$ cat src/rtl/pce_pkg.sv
package pce_pkg;
  localparam int unsigned NUM_RATES = 5;
  localparam int unsigned RATE_W    = 3;
  localparam int unsigned PH_W      = 3;
  localparam int unsigned MASK_W    = 8;

  // masks are stored with phase 0 at bit 0
  function automatic logic [MASK_W-1:0] x_mask(int unsigned r);
    case (r)
      1:       x_mask = 8'b0000_0001;
      2:       x_mask = 8'b0000_0101;
      3:       x_mask = 8'b0001_0101;
      4:       x_mask = 8'b0101_0001;
      default: x_mask = 8'b0000_0001;
    endcase
  endfunction

  function automatic logic [MASK_W-1:0] y_mask(int unsigned r);
    case (r)
      1:       y_mask = 8'b0000_0011;
      2:       y_mask = 8'b0000_0011;
      3:       y_mask = 8'b0000_1011;
      4:       y_mask = 8'b0010_1111;
      default: y_mask = 8'b0000_0001;
    endcase
  endfunction

  function automatic int unsigned period_of(int unsigned r);
    case (r)
      1:       period_of = 2;
      2:       period_of = 3;
      3:       period_of = 5;
      4:       period_of = 7;
      default: period_of = 1;
    endcase
  endfunction
endpackage

$ cat src/rtl/pce_rate_ctrl.sv
module pce_rate_ctrl
  import pce_pkg::*;
(
  input  logic              clk_i,
  input  logic              rst_ni,
  input  logic [RATE_W-1:0] sel_i,
  input  logic              hold_i,
  output logic [RATE_W-1:0] rate_o,
  output logic              err_o
);
  logic legal;
  assign legal = (int'(sel_i) < NUM_RATES);

  always_ff @(posedge clk_i or negedge rst_ni) begin
    if (!rst_ni) begin
      rate_o <= '0;
      err_o  <= 1'b0;
    end else if (!hold_i) begin
      rate_o <= legal ? sel_i : '0;
      err_o  <= !legal;
    end
  end

  p_err_rate_r7: assert property (@(posedge clk_i) disable iff (!rst_ni)
    err_o |-> (rate_o == '0));
endmodule

$ cat src/rtl/pce_conv.sv
module pce_conv #(
  parameter int unsigned K   = 7,
  parameter logic [K-1:0] G_X = 7'o171,
  parameter logic [K-1:0] G_Y = 7'o133
) (
  input  logic clk_i,
  input  logic rst_ni,
  input  logic step_i,
  input  logic bit_i,
  output logic x_o,
  output logic y_o
);
  // sr_q[K-2] is the newest past bit
  logic [K-2:0] sr_q;
  logic [K-1:0] win;

  assign win = {bit_i, sr_q};
  assign x_o = ^(win & G_X);
  assign y_o = ^(win & G_Y);

  always_ff @(posedge clk_i or negedge rst_ni) begin
    if (!rst_ni)     sr_q <= '0;
    else if (step_i) sr_q <= {bit_i, sr_q[K-2:1]};
  end
endmodule

$ cat src/rtl/pce_puncture.sv
module pce_puncture
  import pce_pkg::*;
(
  input  logic              clk_i,
  input  logic              rst_ni,
  input  logic [RATE_W-1:0] rate_i,
  input  logic              step_i,
  input  logic              last_i,
  output logic              kx_o,
  output logic              ky_o
);
  logic [PH_W-1:0] phase_q;
  logic [NUM_RATES-1:0] path_kx, path_ky;
  logic [PH_W-1:0] path_end [NUM_RATES];
  logic [PH_W-1:0] cur_end;

  for (genvar r = 0; r < NUM_RATES; r++) begin : g_path
    localparam logic [MASK_W-1:0] XM = x_mask(r);
    localparam logic [MASK_W-1:0] YM = y_mask(r);
    assign path_kx[r]  = XM[phase_q];
    assign path_ky[r]  = YM[phase_q];
    assign path_end[r] = PH_W'(period_of(r) - 1);
  end

  always_comb begin
    kx_o    = path_kx[0];
    ky_o    = path_ky[0];
    cur_end = path_end[0];
    for (int r = 1; r < NUM_RATES; r++) begin
      if (int'(rate_i) == r) begin
        kx_o    = path_kx[r];
        ky_o    = path_ky[r];
        cur_end = path_end[r];
      end
    end
  end

  always_ff @(posedge clk_i or negedge rst_ni) begin
    if (!rst_ni) phase_q <= '0;
    else if (step_i) begin
      if (last_i || phase_q == cur_end) phase_q <= '0;
      else                              phase_q <= phase_q + 1'b1;
    end
  end

  p_phase_bound_r3: assert property (@(posedge clk_i) disable iff (!rst_ni)
    phase_q <= cur_end);
  p_keep_any_r3: assert property (@(posedge clk_i) disable iff (!rst_ni)
    step_i |-> (kx_o || ky_o));
endmodule

$ cat src/rtl/pce_pair_pack.sv
module pce_pair_pack (
  input  logic clk_i,
  input  logic rst_ni,
  input  logic step_i,
  input  logic last_i,
  input  logic kx_i,
  input  logic ky_i,
  input  logic x_i,
  input  logic y_i,
  output logic can_step_o,
  output logic tail_o,
  output logic out_valid_o,
  output logic out_i_o,
  output logic out_q_o,
  output logic out_last_o,
  input  logic out_ready_i
);
  logic half_q, half_bit_q, flush_q;
  logic [2:0] b;
  logic [1:0] n;
  logic free;

  assign free       = !out_valid_o || out_ready_i;
  assign can_step_o = free && !flush_q;
  assign tail_o     = flush_q;

  always_comb begin
    b = '0;
    n = '0;
    if (half_q) begin b[0] = half_bit_q; n = 2'd1; end
    if (kx_i)   begin b[n] = x_i;        n = n + 2'd1; end
    if (ky_i)   begin b[n] = y_i;        n = n + 2'd1; end
  end

  always_ff @(posedge clk_i or negedge rst_ni) begin
    if (!rst_ni) begin
      half_q      <= 1'b0;
      half_bit_q  <= 1'b0;
      flush_q     <= 1'b0;
      out_valid_o <= 1'b0;
      out_i_o     <= 1'b0;
      out_q_o     <= 1'b0;
      out_last_o  <= 1'b0;
    end else if (step_i) begin
      if (n >= 2'd2) begin
        out_valid_o <= 1'b1;
        out_i_o     <= b[0];
        out_q_o     <= b[1];
        out_last_o  <= last_i && (n == 2'd2);
        half_q      <= (n == 2'd3);
        half_bit_q  <= b[2];
        flush_q     <= last_i && (n == 2'd3);
      end else begin
        half_q      <= n[0];
        half_bit_q  <= b[0];
        flush_q     <= last_i && n[0];
        if (out_ready_i) out_valid_o <= 1'b0;
      end
    end else if (flush_q && free) begin
      out_valid_o <= 1'b1;
      out_i_o     <= half_bit_q;
      out_q_o     <= 1'b0;
      out_last_o  <= 1'b1;
      half_q      <= 1'b0;
      flush_q     <= 1'b0;
    end else if (out_ready_i) begin
      out_valid_o <= 1'b0;
    end
  end

  p_hold_pair_r8: assert property (@(posedge clk_i) disable iff (!rst_ni)
    (out_valid_o && !out_ready_i) |=>
      (out_valid_o && $stable(out_i_o) && $stable(out_q_o) && $stable(out_last_o)));
  p_flush_half_r5: assert property (@(posedge clk_i) disable iff (!rst_ni)
    flush_q |-> half_q);
endmodule

$ cat src/rtl/punct_conv_enc.sv
module punct_conv_enc
  import pce_pkg::*;
#(
  parameter int unsigned FRAME_BYTES = 188,
  parameter int unsigned BYTE_W      = 8
) (
  input  logic              clk_i,
  input  logic              rst_ni,
  input  logic [RATE_W-1:0] rate_sel_i,
  input  logic              in_valid_i,
  input  logic [BYTE_W-1:0] in_data_i,
  output logic              in_ready_o,
  output logic              out_valid_o,
  output logic              out_i_o,
  output logic              out_q_o,
  output logic              out_last_o,
  input  logic              out_ready_i,
  output logic [RATE_W-1:0] rate_o,
  output logic              rate_err_o,
  output logic              busy_o
);
  localparam int unsigned CNT_W = (FRAME_BYTES > 1) ? $clog2(FRAME_BYTES) : 1;
  localparam int unsigned BL_W  = $clog2(BYTE_W + 1);
  localparam logic [CNT_W-1:0] LAST_IDX = CNT_W'(FRAME_BYTES - 1);

  logic [BYTE_W-1:0] byte_q;
  logic [BL_W-1:0]   bits_left_q;
  logic [CNT_W-1:0]  byte_cnt_q;
  logic last_byte_q, in_frame_q;
  logic accept, step, last_bit, can_step, tail;
  logic x, y, kx, ky;

  assign in_ready_o = (bits_left_q == '0);
  assign accept     = in_valid_i && in_ready_o;
  assign step       = (bits_left_q != '0) && can_step;
  assign last_bit   = last_byte_q && (bits_left_q == BL_W'(1));
  assign busy_o     = in_frame_q || tail;

  always_ff @(posedge clk_i or negedge rst_ni) begin
    if (!rst_ni) begin
      byte_q      <= '0;
      bits_left_q <= '0;
      byte_cnt_q  <= '0;
      last_byte_q <= 1'b0;
      in_frame_q  <= 1'b0;
    end else if (accept) begin
      byte_q      <= in_data_i;
      bits_left_q <= BL_W'(BYTE_W);
      last_byte_q <= (byte_cnt_q == LAST_IDX);
      byte_cnt_q  <= (byte_cnt_q == LAST_IDX) ? '0 : byte_cnt_q + 1'b1;
      in_frame_q  <= 1'b1;
    end else if (step) begin
      byte_q      <= byte_q << 1;
      bits_left_q <= bits_left_q - 1'b1;
      if (last_bit) in_frame_q <= 1'b0;
    end
  end

  pce_rate_ctrl u_rate (
    .clk_i  (clk_i),
    .rst_ni (rst_ni),
    .sel_i  (rate_sel_i),
    .hold_i (in_frame_q),
    .rate_o (rate_o),
    .err_o  (rate_err_o)
  );

  pce_conv u_conv (
    .clk_i  (clk_i),
    .rst_ni (rst_ni),
    .step_i (step),
    .bit_i  (byte_q[BYTE_W-1]),
    .x_o    (x),
    .y_o    (y)
  );

  pce_puncture u_punct (
    .clk_i  (clk_i),
    .rst_ni (rst_ni),
    .rate_i (rate_o),
    .step_i (step),
    .last_i (last_bit),
    .kx_o   (kx),
    .ky_o   (ky)
  );

  pce_pair_pack u_pack (
    .clk_i       (clk_i),
    .rst_ni      (rst_ni),
    .step_i      (step),
    .last_i      (last_bit),
    .kx_i        (kx),
    .ky_i        (ky),
    .x_i         (x),
    .y_i         (y),
    .can_step_o  (can_step),
    .tail_o      (tail),
    .out_valid_o (out_valid_o),
    .out_i_o     (out_i_o),
    .out_q_o     (out_q_o),
    .out_last_o  (out_last_o),
    .out_ready_i (out_ready_i)
  );

  p_rate_frozen_r6: assert property (@(posedge clk_i) disable iff (!rst_ni)
    in_frame_q |=> $stable(rate_o));
  p_busy_on_take_r9: assert property (@(posedge clk_i) disable iff (!rst_ni)
    accept |=> busy_o);
endmodule

$ cat config.mk
export PLATFORM = sky130hd
export DESIGN_NAME = punct_conv_enc
export DESIGN_NICKNAME = d
export VERILOG_FILES = /design/src/rtl/pce_pkg.sv /design/src/rtl/pce_rate_ctrl.sv /design/src/rtl/pce_conv.sv /design/src/rtl/pce_puncture.sv /design/src/rtl/pce_pair_pack.sv /design/src/rtl/punct_conv_enc.sv
export SDC_FILE = /design/constraint.sdc
export NUM_CORES = 1
export LEC_CHECK = 0
export ABC_AREA = 1
export BUFFER_PORTS_ARGS = -buffer_cell sky130_fd_sc_hd__buf_2
export CORE_MARGIN = 1.5
export CORE_UTILIZATION = 40
export CTS_CLUSTER_DIAMETER = 60
export CTS_CLUSTER_SIZE = 24
export DETAILED_ROUTE_END_ITERATION = 6
export SLEW_MARGIN = 40
export SYNTH_ARGS = -nofsm -noshare
export SYNTH_HDL_FRONTEND = slang
export SYNTH_HIERARCHICAL = 1
export SYNTH_SLANG_ARGS = --single-unit
$ cat constraint.sdc
create_clock -name clk_i -period 2.68 [get_ports clk_i]
set_clock_uncertainty 0.1 [all_clocks]
set_input_delay 0.402 -clock clk_i [delete_from_list [all_inputs] [get_ports clk_i]]
set_output_delay 0.402 -clock clk_i [all_outputs]
set_load 0.02 [all_outputs]
---- Yosys cells after proc, flatten, opt, wreduce, memory -nomap -nowiden ----
Memory sizes are Yosys's and may differ from the RTL's.
Index checks and enable logic that the tools add are counted.
word-level totals
  register bits ........................... 42
  output and inout port bits .............. 10
  word-level logic and storage cells ...... 128
  input bits .............................. 15
  memories ................................ 7
  ROM bits ................................ 56
cells by class
  muxes and demuxes ....................... 58
  add/subtract/negate cells ............... 5
  eq/ne operators ......................... 10
  magnitude comparators ................... 7
  reductions and logical operators ........ 25
memory list
  memory            words  bits a word  rd ports  clocked after memory_dff  write ports  RTL line            text
  (name not given)  8      1            1         0                         0            pce_puncture.sv:20  assign path_kx[r] = XM[phase_q];
  (name not given)  8      1            1         0                         0            pce_puncture.sv:21  assign path_ky[r] = YM[phase_q];
  (name not given)  8      1            1         0                         0            pce_puncture.sv:20
  (name not given)  8      1            1         0                         0            pce_puncture.sv:20
  (name not given)  8      1            1         0                         0            pce_puncture.sv:21
  (name not given)  8      1            1         0                         0            pce_puncture.sv:20
  +1 memories       n/a    n/a          n/a       n/a                       n/a          n/a
operators by type and width
  kind                   number
  $mux W1                40
  $mux W8                3
  $mux W3                6
  $reduce_xor A7 Y1      2
  $logic_and A1 B1 Y1    10
  $eq A3 B3 Y1 const B   3
  $add A8 B1 Y8 const B  1
  $eq A8 B8 Y1 const B   1
  $mux W4                2
  $bwmux W3              2
  $mux W2                3
  $reduce_bool A2 Y1     3
  $demux W1 S2           2
  $eq A2 B2 Y1 const B   2
  $eq A4 B1 Y1 const B   1
  $logic_not A4 Y1       1
  $lt A3 B4 Y1 const B   1
  $reduce_and A2 Y1      2
  $reduce_bool A4 Y1     1
  $sub A4 B1 Y4 const B  1
  $add A3 B1 Y3 const B  1
  $eq A3 B2 Y1 const B   1
  $eq A3 B3 Y1           1
  $logic_not A1 Y1       3
  other kinds (10)       12

---- Logic depth before layout (Yosys ltp) ----
  depth after elaboration ................. 14
  depth in mapped cells ................... 15
  depth with buffers taken out ............ 15

---- Hierarchy ----
Netlist, hierarchy kept.
by module, submodules not included
  module          sequential area each (um^2)  cells each  area each (um^2)  instances
  punct_conv_enc  550.5                        143         1,112.3           1
  pce_pair_pack   175.2                        65          480.5             1
  pce_puncture    75.1                         63          391.6             1
  pce_conv        150.1                        48          335.3             1
  pce_rate_ctrl   100.1                        23          173.9             1

---- Worst setup path before layout ----
Ideal clock, no wire load.
  path kind ............................... flip-flop to flip-flop
  from .................................... reg u_rate.rate_o[0]
  to ...................................... reg u_pack.out_last_o
  clock period less this slack ............ 2.251 ns
  data required time ...................... 2.462 ns
  slack ................................... 0.429 ns
  cell stages (with the launch flop) ...... 14
  library setup time ...................... 0.118 ns
  buffers on the path ..................... 0
  arrival ................................. 2.033 ns
  path through ............................ dfrtp_1 > inv_1 > nand3_2 > o21ai_0 > nand2_1 > o211ai_1 > inv_1 > ha_1 > nand2_1 > clkinv_1 > nor2_1 > o21ai_2 > nand3_1 > nand2_1
on the way
  cells in the longest elaborated chain, start to end .. 11
  elaborated cells between the ends (all ways) .. 21
  classes of those cells .................. add/sub (1); order compare (1); eq/ne (6); mux (11); reduce/logical (2)
RTL lines
  element                                                               RTL line              text
  start: declaration                                                    pce_rate_ctrl.sv:8    output logic [RATE_W-1:0] rate_o,
  start signal: assignment                                              pce_rate_ctrl.sv:19   rate_o <= legal ? sel_i : '0;
  $eq A3 B3 Y1                                                          pce_puncture.sv:30    if (int'(rate_i) == r) begin
  $mux W1 (2 in series)                                                 pce_puncture.sv:30
  $mux W1 *                                                             pce_puncture.sv:30
  via kx                                                                punct_conv_enc.sv:31  logic x, y, kx, ky;
  $mux W2 *                                                             pce_pair_pack.sv:31   if (kx_i) begin b[n] = x_i; n = n + 2'd1; end
  $add A2 B1 Y2                                                         pce_pair_pack.sv:32   if (ky_i) begin b[n] = y_i; n = n + 2'd1; end
  $mux W2 *                                                             pce_pair_pack.sv:32
  parallel branches: the longest is 4 deep, another holds $ge A2 B2 Y1  n/a
  end signal: assignment                                                pce_pair_pack.sv:49   out_last_o <= last_i && (n == 2'd2);
  end: declaration                                                      pce_pair_pack.sv:15   output logic out_last_o,
Mark *: on every way through the listed nets, which the timed path passes. The select of a mux whose other input is x is not followed.
A chain may end at the register's enable or synchronous reset.

---- Worst setup path after layout ----
  from .................................... reg u_punct.phase_q[0]
  to ...................................... reg u_pack.out_last_o
on the way
  cells in the longest elaborated chain, start to end .. 12
  elaborated cells between the ends (all ways) .. 31
  classes of those cells .................. add/sub (1); order compare (1); eq/ne (2); mux (18); reduce/logical (2); memory (7)
RTL lines
  element                                                               RTL line              text
  start: declaration                                                    pce_puncture.sv:12    logic [PH_W-1:0] phase_q;
  start signal: assignment                                              pce_puncture.sv:42    else phase_q <= phase_q + 1'b1;
  $mem_v2 Z8 W1                                                         n/a
  $mux W1 (not written as such)                                         pce_puncture.sv:20
  $mux W1 (2 in series)                                                 pce_puncture.sv:30
  $mux W1 *                                                             pce_puncture.sv:30
  via kx                                                                punct_conv_enc.sv:31
  $mux W2 *                                                             pce_pair_pack.sv:31
  $add A2 B1 Y2                                                         pce_pair_pack.sv:32
  $mux W2 *                                                             pce_pair_pack.sv:32
  parallel branches: the longest is 4 deep, another holds $ge A2 B2 Y1  n/a
Marks and branches as above.

==> run metrics <==
status=completed; metal2 WL=2330 um; # DRC=0; H-Tree Depth=2; Core Util, Final=47.2%; vias in the first global route=2,008; commonest non-fill, non-tap cells in the layout=nand2_1 (111), inv_1 (43), dfrtp_1 (42); top cells by area, synth=dfrtp_1 (42%), nand2_1 (17%), nand3_1 (7.8%), inv_1 (6.5%), ha_1 (6.0%); buffer depth of the longest clock path=2; Die X=82.0 um; Core Area=5960 um2; total clock sinks=42; sequential-to-total area share from yosys stat=42.1%; RR Startpoint=u_punct/phase_q[0]; Worst EP required=2770 ps; post-synth cell types=29; filler cell count=615; uppermost layer routed=met4; Final TNS setup=0 ps; worst setup path start=u_punct/phase_q[0]; Worst Path Arrival=2290 ps; Detailed Route WL=4910 um; initial antenna violation count=0; WHS=211 ps; commonest non-fill, non-tap cell in the layout=nand2_1; pwr dens=1140 nW/um2; biggest area consumer among synthesized cells=dfrtp_1; min Tclk post-route=2200 ps; # setup viols final=0; M1 WL=2400 um; # rows=28; root buf cell=clkbuf_8; CP Max Fanout=6; Overflow after GRT=0; Worst Setup Start Kind=flip-flop; Final period util=82.2%; DP Wirelength=3720 um; #FFs+latches synth=42; hold buffers post-CTS=1; Final Hold Fails=0; HP Class=in -> reg; top-area cell type share of the netlist area=42.1%; max_slew headroom=67.1%; Clk Latency, worst-skew pair=290 ps; RD Place Congestion=0.860; all-layer global routing usage=16.9%; Antenna diodes=0; Final #Nets=402; synthesis-to-layout area growth=12.7%; Least-Margin Pin Slew=492 ps; Post-Syn Nets=369; Post-CTS Setup Bufs=0; largest net degree at the start of global routing=34; CTS Buf Count=5; Fmax=454 MHz; vias per inst=4.68; layout cells sized above 1=16.5%; post-cts sizing count=0; CTS tree=yes; Seq. cell area=1050 um2; Vias=2,109; cells after synthesis=342; critical path class=reg -> reg; Port-buffer cells=24; area of the multi-input gates=1230 um2; clk slew on worst S/H paths=80 ps; Max Cap Violations=0; RSZ-0062 raised after global routing=no; Worst setup EP type=flip-flop; synthesized area=2490 um2; Initial Utilization=41.9%; die area=6720 um2; antenna viol nets, final=0; first-pass GRT wire length=8740 um; Max IR drop VDD=0.000503 V; TritonRoute pass-1 iters=4; IO Count=25; Synth Warn #=6; Synth Area per Inst=7.29 um2; Die Y=82.0 um; Static Leak=1.55 nW; min-delay src=in_data_i[0]; initial drt markers=52; routed wl met3=118 um; Slew Limit Fails=0; detailed-route wire length per cell=10.9 um
-- critical path, cell delays in order (launching register included) --
cell,delay (ps)
dfrtp_1,410
inv_1,170
ha_1,190
nand2_1,80
o211ai_1,220
inv_1,90
ha_1,330
nand2_1,100
clkinv_1,80
nor2_1,110
o21ai_2,90
nand3_1,80
nand2_1,50
-- cell families after synthesis --
| kind of cell | after synthesis | synth area share [%] |
|---|---|---|
| xor+xnor | 3 | 1.05 |
| fa+ha+maj | 12 | 6.02 |
| buf+inv | 53 | 8.48 |
| simple gates | 198 | 34.4 |
| compound gates | 34 | 7.88 |
| flops | 42 | 42.1 |
-- layer usage --
metal	global-route usage, %	vias up
met3	3.33	5
met5	0	-
met2	29.0	24
met1	21.5	942
li1	-	1138
met4	5.08	0
-- power by group --
group	total, mW	switching (mW)	internal [mW]
clock	0.405	0.221	0.184
combinational	1.72	1.10	0.613
sequential	1.07	0.205	0.866
-- Yosys cell counts --
| master | count |
|---|---|
| o211ai_1 | 1 |
| a31oi_1 | 2 |
| buf_2 | 1 |
| inv_1 | 43 |
| or2_2 | 1 |
| a21oi_2 | 1 |
| or2_0 | 1 |
| a21oi_1 | 8 |
| buf_4 | 1 |
| nand3_2 | 4 |
| clkinv_1 | 1 |
| buf_6 | 1 |
| o21ai_0 | 16 |
| ha_1 | 12 |
| nor2_2 | 1 |
| o22ai_1 | 1 |
| o21bai_2 | 1 |
| inv_2 | 6 |
| nor2_1 | 29 |
| nand3_1 | 39 |
| xor2_1 | 3 |
| nand2_1 | 111 |
| nor2_4 | 1 |
| o21ai_2 | 2 |
| o21ai_1 | 1 |
| o21bai_1 | 1 |
| dfrtp_1 | 42 |
| nand2_2 | 10 |
| nor3_1 | 1 |
-- final cells by class --
class                   count  share of cell area, %
flip-flops and latches     42                   37.4
well taps                  75                   3.34
repair buffers             29                   5.70
clock inverters             2                  0.490
inverters                  50                   6.68
clock buffers               6                   2.58
multi-input cells         247                   43.8
-- flip-flops by register name, summed over array words and instances, names as in the netlist, 3 cells and up --
name,flops
byte_q,8
u_punct/phase_q,3
bits_left_q,4
u_conv/sr_q,6
u_rate/rate_o,3
byte_cnt_q,8
-- metrics by stage --
step	instance area (um2)	std cells	worst slack [ps]	power, mW
after floorplan	2490	342	429	2.38
final	2810	451	477	3.19
after global placement	2710	442	542	2.79
after CTS	2810	451	479	3.23
after detailed placement	2710	442	478	2.81
after global routing	2810	451	287	3.56
-- worst paths after layout --
check                                endpoint  slack, ps  cells after the start
min in group asynchronous   u_pack/half_bit_q        500                      2
hold / removal                      byte_q[0]        210                      3
max in group asynchronous  u_punct/phase_q[1]       1400                      3
hold reg to reg                     byte_q[0]        380                      2
setup reg to reg            u_pack/out_last_o        480                     12
setup / recovery            u_pack/out_last_o        480                     12
Note: power is estimated with default switching activity, not from simulation.
